`src/rtl/nvm_seq_pkg.sv`:
```
package nvm_seq_pkg;

    // Timing input widths
    localparam int TW_NVS    = 12;
    localparam int TW_RCV    = 8;
    localparam int TW_PSETUP = 16;
    localparam int TW_SHORT  = 4;
    localparam int TW_PPULSE = 16;
    localparam int TW_RACC   = 8;
    localparam int TW_ERASE  = 24;

    // Suggested register defaults for the front end
    localparam int DEF_NVS    = 'h259;
    localparam int DEF_RCV    = 'h79;
    localparam int DEF_PSETUP = 'h4B1;
    localparam int DEF_SHORT  = 3;
    localparam int DEF_PPULSE = 'h962;
    localparam int DEF_RACC   = 5;
    localparam int DEF_ERASE  = 'h24A2C1;

    typedef enum logic [3:0] {
        ST_IDLE,
        ST_P_SETUP,
        ST_P_ADDR,
        ST_P_NVS,
        ST_P_PULSE,
        ST_P_AHOLD,
        ST_P_PHOLD,
        ST_E_SETUP,
        ST_E_PULSE,
        ST_NV_HOLD,
        ST_RECOVER,
        ST_R_ACCESS
    } phase_e;

    typedef enum logic [1:0] {
        OP_NONE,
        OP_PROG,
        OP_ERASE,
        OP_READ
    } op_e;

endpackage

```
`src/rtl/nvm_phase_timer.sv`:
```
module nvm_phase_timer #(
    parameter int CNT_W = 24
) (
    input  logic             clk,
    input  logic             rst_n,
    input  logic             load,
    input  logic [CNT_W-1:0] load_val,
    output logic             expire
);
    logic [CNT_W-1:0] cnt_d, cnt_q;

    always_comb begin
        cnt_d = cnt_q;
        if (load) begin
            // a zero count still gives a one-cycle phase
            cnt_d = (load_val == '0) ? '0 : load_val - CNT_W'(1);
        end else if (cnt_q != '0) begin
            cnt_d = cnt_q - CNT_W'(1);
        end
    end

    always_ff @(posedge clk or negedge rst_n) begin
        if (!rst_n) cnt_q <= '0;
        else        cnt_q <= cnt_d;
    end

    assign expire = (cnt_q == '0);

    // without a reload the counter only steps down by one or rests at zero
    a_r11_count_down: assert property (@(posedge clk) disable iff (!rst_n)
        !$past(load) && ($past(cnt_q) != '0) |-> cnt_q == $past(cnt_q) - CNT_W'(1));

endmodule

```
`src/rtl/nvm_macro_steer.sv`:
```
module nvm_macro_steer #(
    parameter int N_MACRO = 2,
    parameter int MSEL_W  = 1
) (
    input  logic              clk,
    input  logic              rst_n,
    input  logic [MSEL_W-1:0] mac_sel,
    input  logic              info,
    input  logic              active,
    input  logic              prog_on,
    input  logic              erase_on,
    input  logic              nvstr_on,
    input  logic              rd_on,
    output logic [N_MACRO-1:0] prog_o,
    output logic [N_MACRO-1:0] erase_o,
    output logic [N_MACRO-1:0] nvstr_o,
    output logic [N_MACRO-1:0] rd_cs_o,
    output logic [N_MACRO-1:0] main_o,
    output logic [N_MACRO-1:0] info_o
);
    for (genvar i = 0; i < N_MACRO; i++) begin : g_macro
        logic hit;
        assign hit        = active && (mac_sel == MSEL_W'(i));
        assign prog_o[i]  = hit && prog_on;
        assign erase_o[i] = hit && erase_on;
        assign nvstr_o[i] = hit && nvstr_on;
        assign rd_cs_o[i] = hit && rd_on;
        assign main_o[i]  = hit && !info;
        assign info_o[i]  = hit && info;
    end

    // at most one macro is addressed at a time
    a_r9_one_macro: assert property (@(posedge clk) disable iff (!rst_n)
        $onehot0(main_o | info_o) && $onehot0(rd_cs_o | prog_o | erase_o));

endmodule

```
`src/rtl/nvm_op_sequencer.sv`:
```
module nvm_op_sequencer
    import nvm_seq_pkg::*;
#(
    parameter int DATA_W  = 32,
    parameter int ROW_W   = 10,
    parameter int COL_W   = 5,
    parameter int N_MACRO = 2,
    parameter int PAGE_W  = 9,
    parameter int CNT_W   = 24,
    localparam int MSEL_W  = $clog2(N_MACRO),
    localparam int WADDR_W = ROW_W + COL_W,
    localparam int PROW_W  = PAGE_W - MSEL_W,
    localparam int ROW_PAD = ROW_W - PROW_W
) (
    input  logic                        clk,
    input  logic                        rst_n,
    input  logic                        req_prog,
    input  logic                        req_erase,
    input  logic                        req_read,
    input  logic [WADDR_W+MSEL_W-1:0]   req_addr,
    input  logic [PAGE_W-1:0]           req_page,
    input  logic                        req_info,
    input  logic [DATA_W-1:0]           req_wdata,
    input  logic [TW_NVS-1:0]           t_nvs_setup,
    input  logic [TW_NVS-1:0]           t_nvs_hold,
    input  logic [TW_RCV-1:0]           t_recover,
    input  logic [TW_PSETUP-1:0]        t_prg_setup,
    input  logic [TW_SHORT-1:0]         t_prg_hold,
    input  logic [TW_SHORT-1:0]         t_adr_setup,
    input  logic [TW_SHORT-1:0]         t_adr_hold,
    input  logic [TW_PPULSE-1:0]        t_prg_pulse,
    input  logic [TW_RACC-1:0]          t_rd_access,
    input  logic [TW_ERASE-1:0]         t_erase,
    input  logic [N_MACRO*DATA_W-1:0]   mac_rdata,
    output logic [N_MACRO-1:0]          mac_prog,
    output logic [N_MACRO-1:0]          mac_erase,
    output logic [N_MACRO-1:0]          mac_nvstr,
    output logic [N_MACRO-1:0]          mac_rd_cs,
    output logic [N_MACRO-1:0]          mac_main_sel,
    output logic [N_MACRO-1:0]          mac_info_sel,
    output logic [ROW_W-1:0]            mac_xaddr,
    output logic [COL_W-1:0]            mac_yaddr,
    output logic [DATA_W-1:0]           mac_wdata,
    output logic                        busy,
    output logic                        prog_done,
    output logic                        erase_done,
    output logic                        rd_valid,
    output logic [DATA_W-1:0]           rd_data
);

    typedef struct packed {
        phase_e              ph;
        op_e                 op;
        logic [MSEL_W-1:0]   mac;
        logic                info;
        logic [WADDR_W-1:0]  waddr;
        logic [PAGE_W-1:0]   page;
        logic [DATA_W-1:0]   wdata;
        logic                p_done;
        logic                e_done;
        logic                r_valid;
        logic [DATA_W-1:0]   r_data;
    } seq_t;

    seq_t s_d, s_q;
    logic             tmr_load;
    logic [CNT_W-1:0] tmr_val;
    logic             tmr_expire;
    logic [DATA_W-1:0] sel_rdata;

    assign sel_rdata = mac_rdata[int'(s_q.mac)*DATA_W +: DATA_W];

    // Next-state computation
    always_comb begin
        s_d         = s_q;
        s_d.p_done  = 1'b0;
        s_d.e_done  = 1'b0;
        s_d.r_valid = 1'b0;
        unique case (s_q.ph)
            ST_IDLE: begin
                if (req_prog || req_read) begin
                    s_d.waddr = req_addr[WADDR_W-1:0];
                    s_d.mac   = req_addr[WADDR_W +: MSEL_W];
                    s_d.info  = req_info;
                    s_d.wdata = req_wdata;
                end
                if (req_prog) begin
                    s_d.ph = ST_P_SETUP;
                    s_d.op = OP_PROG;
                end else if (req_erase) begin
                    s_d.ph   = ST_E_SETUP;
                    s_d.op   = OP_ERASE;
                    s_d.page = req_page;
                    s_d.mac  = req_page[PAGE_W-1 -: MSEL_W];
                    s_d.info = req_info;
                end else if (req_read) begin
                    s_d.ph = ST_R_ACCESS;
                    s_d.op = OP_READ;
                end
            end
            ST_P_SETUP:  if (tmr_expire) s_d.ph = ST_P_ADDR;
            ST_P_ADDR:   if (tmr_expire) s_d.ph = ST_P_NVS;
            ST_P_NVS:    if (tmr_expire) s_d.ph = ST_P_PULSE;
            ST_P_PULSE:  if (tmr_expire) s_d.ph = ST_P_AHOLD;
            ST_P_AHOLD:  if (tmr_expire) s_d.ph = ST_P_PHOLD;
            ST_P_PHOLD:  if (tmr_expire) s_d.ph = ST_NV_HOLD;
            ST_E_SETUP:  if (tmr_expire) s_d.ph = ST_E_PULSE;
            ST_E_PULSE:  if (tmr_expire) s_d.ph = ST_NV_HOLD;
            ST_NV_HOLD:  if (tmr_expire) s_d.ph = ST_RECOVER;
            ST_RECOVER: begin
                if (tmr_expire) begin
                    s_d.ph     = ST_IDLE;
                    s_d.p_done = (s_q.op == OP_PROG);
                    s_d.e_done = (s_q.op == OP_ERASE);
                end
            end
            ST_R_ACCESS: begin
                if (tmr_expire) begin
                    s_d.ph      = ST_IDLE;
                    s_d.r_valid = 1'b1;
                    s_d.r_data  = sel_rdata;
                end
            end
            default: s_d.ph = ST_IDLE;
        endcase
    end

    // Counter reload on every entry into a timed phase
    always_comb begin
        tmr_load = (s_d.ph != s_q.ph) && (s_d.ph != ST_IDLE);
        unique case (s_d.ph)
            ST_P_SETUP:  tmr_val = CNT_W'(t_prg_setup);
            ST_P_ADDR:   tmr_val = CNT_W'(t_adr_setup);
            ST_P_NVS:    tmr_val = CNT_W'(t_nvs_setup);
            ST_P_PULSE:  tmr_val = CNT_W'(t_prg_pulse);
            ST_P_AHOLD:  tmr_val = CNT_W'(t_adr_hold);
            ST_P_PHOLD:  tmr_val = CNT_W'(t_prg_hold);
            ST_E_SETUP:  tmr_val = CNT_W'(t_nvs_setup);
            ST_E_PULSE:  tmr_val = CNT_W'(t_erase);
            ST_NV_HOLD:  tmr_val = CNT_W'(t_nvs_hold);
            ST_RECOVER:  tmr_val = CNT_W'(t_recover);
            ST_R_ACCESS: tmr_val = CNT_W'(t_rd_access);
            default:     tmr_val = '0;
        endcase
    end

    always_ff @(posedge clk or negedge rst_n) begin
        if (!rst_n) begin
            s_q    <= '0;
            s_q.ph <= ST_IDLE;
            s_q.op <= OP_NONE;
        end else begin
            s_q <= s_d;
        end
    end

    nvm_phase_timer #(.CNT_W(CNT_W)) i_timer (
        .clk      (clk),
        .rst_n    (rst_n),
        .load     (tmr_load),
        .load_val (tmr_val),
        .expire   (tmr_expire)
    );

    // Strobe levels per phase
    logic prog_on, erase_on, nvstr_on, rd_on;
    always_comb begin
        prog_on  = s_q.ph inside {ST_P_SETUP, ST_P_ADDR, ST_P_NVS, ST_P_PULSE,
                                  ST_P_AHOLD, ST_P_PHOLD};
        erase_on = s_q.ph inside {ST_E_SETUP, ST_E_PULSE};
        nvstr_on = s_q.ph inside {ST_P_NVS, ST_P_PULSE, ST_P_AHOLD, ST_P_PHOLD,
                                  ST_E_PULSE, ST_NV_HOLD};
        rd_on    = (s_q.ph == ST_R_ACCESS);
    end

    assign busy = (s_q.ph != ST_IDLE);

    nvm_macro_steer #(.N_MACRO(N_MACRO), .MSEL_W(MSEL_W)) i_steer (
        .clk      (clk),
        .rst_n    (rst_n),
        .mac_sel  (s_q.mac),
        .info     (s_q.info),
        .active   (busy),
        .prog_on  (prog_on),
        .erase_on (erase_on),
        .nvstr_on (nvstr_on),
        .rd_on    (rd_on),
        .prog_o   (mac_prog),
        .erase_o  (mac_erase),
        .nvstr_o  (mac_nvstr),
        .rd_cs_o  (mac_rd_cs),
        .main_o   (mac_main_sel),
        .info_o   (mac_info_sel)
    );

    assign mac_xaddr  = (s_q.op == OP_ERASE) ? {s_q.page[PROW_W-1:0], {ROW_PAD{1'b0}}}
                                             : s_q.waddr[WADDR_W-1:COL_W];
    assign mac_yaddr  = (s_q.op == OP_ERASE) ? '0 : s_q.waddr[COL_W-1:0];
    assign mac_wdata  = s_q.wdata;
    assign prog_done  = s_q.p_done;
    assign erase_done = s_q.e_done;
    assign rd_valid   = s_q.r_valid;
    assign rd_data    = s_q.r_data;

    // a program request in an idle cycle always starts a program
    a_r2_accept: assert property (@(posedge clk) disable iff (!rst_n)
        !busy && req_prog |=> busy && prog_on);

    // the operation kind never changes during a sequence
    a_r3_op_held: assert property (@(posedge clk) disable iff (!rst_n)
        busy && $past(busy) |-> $stable(s_q.op));

    // program and erase strobes never overlap
    a_r4_exclusive: assert property (@(posedge clk) disable iff (!rst_n)
        !((|mac_prog) && (|mac_erase)));

    // a done pulse only follows a busy cycle and lasts one cycle
    a_r8_done_pulse: assert property (@(posedge clk) disable iff (!rst_n)
        (prog_done || erase_done) |-> !busy && $past(busy) && !$past(prog_done || erase_done));

    // read data valid only right after the access phase
    a_r6_valid_after_read: assert property (@(posedge clk) disable iff (!rst_n)
        rd_valid |-> !busy && $past(rd_on) && !prog_done && !erase_done);

endmodule

```
`config.mk`:
```
export PLATFORM = sky130hd
export DESIGN_NAME = nvm_op_sequencer
export DESIGN_NICKNAME = d
export VERILOG_FILES = /design/src/rtl/nvm_seq_pkg.sv /design/src/rtl/nvm_phase_timer.sv /design/src/rtl/nvm_macro_steer.sv /design/src/rtl/nvm_op_sequencer.sv
export SDC_FILE = /design/constraint.sdc
export NUM_CORES = 1
export LEC_CHECK = 0
export ABC_AREA = 1
export ABC_CLOCK_PERIOD_IN_PS = 3450
export BUFFER_PORTS_ARGS = -buffer_cell sky130_fd_sc_hd__buf_2
export CORE_MARGIN = 8
export CORE_UTILIZATION = 45
export CTS_CLUSTER_DIAMETER = 80
export CTS_CLUSTER_SIZE = 25
export DETAILED_ROUTE_END_ITERATION = 8
export GPL_ROUTABILITY_DRIVEN = 0
export GPL_TIMING_DRIVEN = 0
export PLACE_DENSITY = 0.78
export SYNTH_ARGS = -nofsm -noshare
export SYNTH_HDL_FRONTEND = slang
export SYNTH_HIERARCHICAL = 1
export SYNTH_SLANG_ARGS = --single-unit
```
`constraint.sdc`:
```
create_clock -name clk -period 3.45 [get_ports clk]
set_input_delay 0.69 -clock clk [delete_from_list [all_inputs] [get_ports clk]]
set_output_delay 0.69 -clock clk [all_outputs]
set_load 0.1 [all_outputs]
```
==> results.py <==
metrics = {
    "final_layout": {
        "layoutNonFillerInstCount": 1814,
        "final_nets": 1803,
        "nFillCells": 1553,
        "final_common_cell": "buf_2",
        "syn_to_final_growth_pct": 41.1,
        "layout_common_cells": "336 x buf_2, 290 x nand2_1, 164 x nor2_1",
        "seqCellArea_mm2": 0.00305,
        "multiInputGateArea_mm2": 0.00493,
        "fin_area_mm2": 0.0120,
        "layout-drive-gt1-share": 0.445,
    },
    "floorplan": {
        "die_x_um": 154,
        "die_height_um": 154,
        "dieArea_mm2": 0.0236,
        "io_pins": 330,
        "num_rows": 50,
        "core_region_area_mm2": 0.0186,
        "start_util": 0.458,
    },
    "global_routing": {
        "overflow": 0,
        "grt_pass1_wl_mm": 46.6,
        "grt.total_usage": 0.242,
        "antenna_found_initial": 4,
        "grt_pass1_vias": 9493,
        "grt_max_degree": 89,
    },
    "timing": {
        "setup_violations": 24,
        "fin_crit_sh": 1.08,
        "min_period_ns": 3.73,
        "skew_ns": 0.0104,
        "maxSlewViolCount": 0,
        "tightest_slew_ns": 0.665,
        "fin_ws_ns": -0.285,
        "hold-worst-slack_ns": 0.170,
        "rsz0062_at_grt": "yes",
        "relSlewSlack": 0.553,
        "max_freq_mhz": 268,
        "hold_viol_final": 0,
    },
    "route": {
        "post_drt_wl_per_cell_um": 16.7,
        "antenna_left": 0,
        "drtIter0Drc": 683,
        "viasPerCell": 5.20,
        "drc_errors": 0,
        "routed_wl_mm": 30.3,
        "dr_total_vias": 9440,
        "first_pass_iters": 5,
    },
    "critical_path": {
        "critPathMaxStageDelay_ns": 0.38,
        "rr_worst_depth": 26,
        "reg2reg_from": "i_timer/cnt_q[0]",
        "cp-start-kind": "register",
        "crit_type": "reg -> reg",
        "cp_num_buf_inv": 7,
        "r2r_end": "i_timer/cnt_q[22]",
        "cpMaxStageDelayCell": "dfrtp_1",
        "worst_path_most_repeated_cell": "nor2_1",
        "crit_required_ns": 3.72,
        "cp_top_family": "simple AND/OR/NAND/NOR gates",
        "cp.arrival_ns": 4.00,
        "critical_path.max_fanout": 10,
        "rrSetupSlack_ns": -0.28,
        "critPathCaptureType": "register",
    },
    "worst_hold_path": {
        "worstHoldPathType": "in -> async",
    },
    "synth": {
        "synth_cell_type_count": 45,
        "ys_ff_latch": 122,
        "synth_edf_count": 0,
        "syn-num-nets": 1418,
        "synth_compound_area_frac": 0.0657,
        "synthXorXnorAreaFrac": 0.0133,
        "synth_adder_area_share": 0.00587,
        "synth_flop_cell": "dfrtp_1",
        "synth_cells": 1179,
        "seq_area_frac_synth": 0.358,
        "avgSynthCellArea_um2": 7.23,
        "synth_top_family_by_area": "simple AND/OR/NAND/NOR gates",
        "async_flop_share": 1.00,
        "syn_area_mm2": 0.00853,
        "synthMuxAreaShare": 0.0634,
        "yosys.area_share.simple": 0.368,
        "yosysWarnings": 6,
    },
    "place": {
        "io_buffer_count": 329,
        "hpwl_mm": 22.5,
        "pre_cts_ws_ns": -0.841,
        "dp.cells": 1743,
        "place_area_mm2": 0.0105,
    },
    "clock_network": {
        "cts_max_path_buffers": 2,
        "cts_hold_buf": 0,
        "cts_max_level": 4,
        "numClockSinks": 122,
        "cts_tree": "done",
        "insertion_delay_ns": 0.41,
        "numCtsBuffers": 17,
        "cts_root_buf": "clkbuf_16",
        "clk_pin_slew_ns": 0.06,
    },
    "run_status": {
        "outcome": "finished with violations",
        "violations": "negative setup slack",
    },
    "run": {
        "cap_violations": 0,
    },
}
-- cells in the mapped netlist (all sizes together), types with 2 or more instances --
master  number  area share
nand2      327        0.15
nor2       234        0.13
dfrtp      122        0.36
inv         99       0.044
nand3       91       0.055
buf         85       0.073
mux2        48       0.063
nand4       35       0.027
a31oi       32       0.023
a21oi       30       0.021
clkbuf      17      0.0075
o21ai       15      0.0092
xor2         9      0.0092
a21o         4      0.0035
ha           4      0.0059
nor3         4      0.0023
xnor2        4      0.0041
clkinv       3      0.0013
a21boi       2      0.0018
nand3b       2      0.0032
o22ai        2      0.0015
o31ai        2      0.0018
-- area by class of cell --
type / count / area share
flip-flops and latches: 122 / 0.254
multi-input cells: 853 / 0.410
well taps: 234 / 0.0243
inverters: 102 / 0.0333
repair buffers: 366 / 0.165
clock buffers: 24 / 0.0409
diodes: 4 / 0.000832
clock inverters: 7 / 0.0114
plain buffers: 102 / 0.0607
-- worst max path at each step --
stage / startpoint / end / slack [ns] / depth (start not counted)
3_3_place_gp: i_timer/cnt_q[0] / i_timer/cnt_q[20] / -0.73 / 29
6_report: i_timer/cnt_q[0] / i_timer/cnt_q[22] / -0.28 / 26
3_5_place_dp: i_timer/cnt_q[0] / i_timer/cnt_q[20] / -0.84 / 30
4_1_cts: i_timer/cnt_q[17] / i_timer/cnt_q[16] / -0.14 / 31
5_1_grt: i_timer/cnt_q[0] / i_timer/cnt_q[22] / -0.47 / 29
2_1_floorplan: i_timer/cnt_q[0] / i_timer/cnt_q[15] / 0.02 / 30
-- cells by family after synthesis --
family / Yosys count
buffers and inverters: 204
AOI/OAI and AO/OA: 91
xor gates and xnor gates: 13
and+or+nand+nor: 697
adders and majority gates: 4
muxes: 48
DFF: 122
-- stage by stage --
stage	setup TNS, ns	utilization
detailed placement	-18.46	0.564
floorplan	0	-
CTS	-2.28	0.625
global placement	-15.98	0.562
finish	-5.73	0.645
global route	-9.68	0.645
-- what timing repair did --
item / CTS / global route
pin swaps: 23 / 31
buffers inserted: 22 / 11
endpoints found under the setup margin: 24 / 24
resized for setup: 90 / 63
cloned: 2 / 1
-- sequential cells by signal, indices dropped and copies added (netlist names) --
signal	cells
s_q	31
erase_done	1
rd_valid	1
prog_done	1
mac_wdata	32
i_timer/cnt_q	24
rd_data	32
-- routing by layer --
metal / global-route usage / routed length [um]
met5: 0 / 0
met4: 0.107 / 1040
met3: 0.0709 / 2450
met2: 0.423 / 15200
met1: 0.270 / 11500
Power is left out: the tool's default activity adds up to more than one toggle a clock period on the data nets, which glitch-free logic cannot reach.
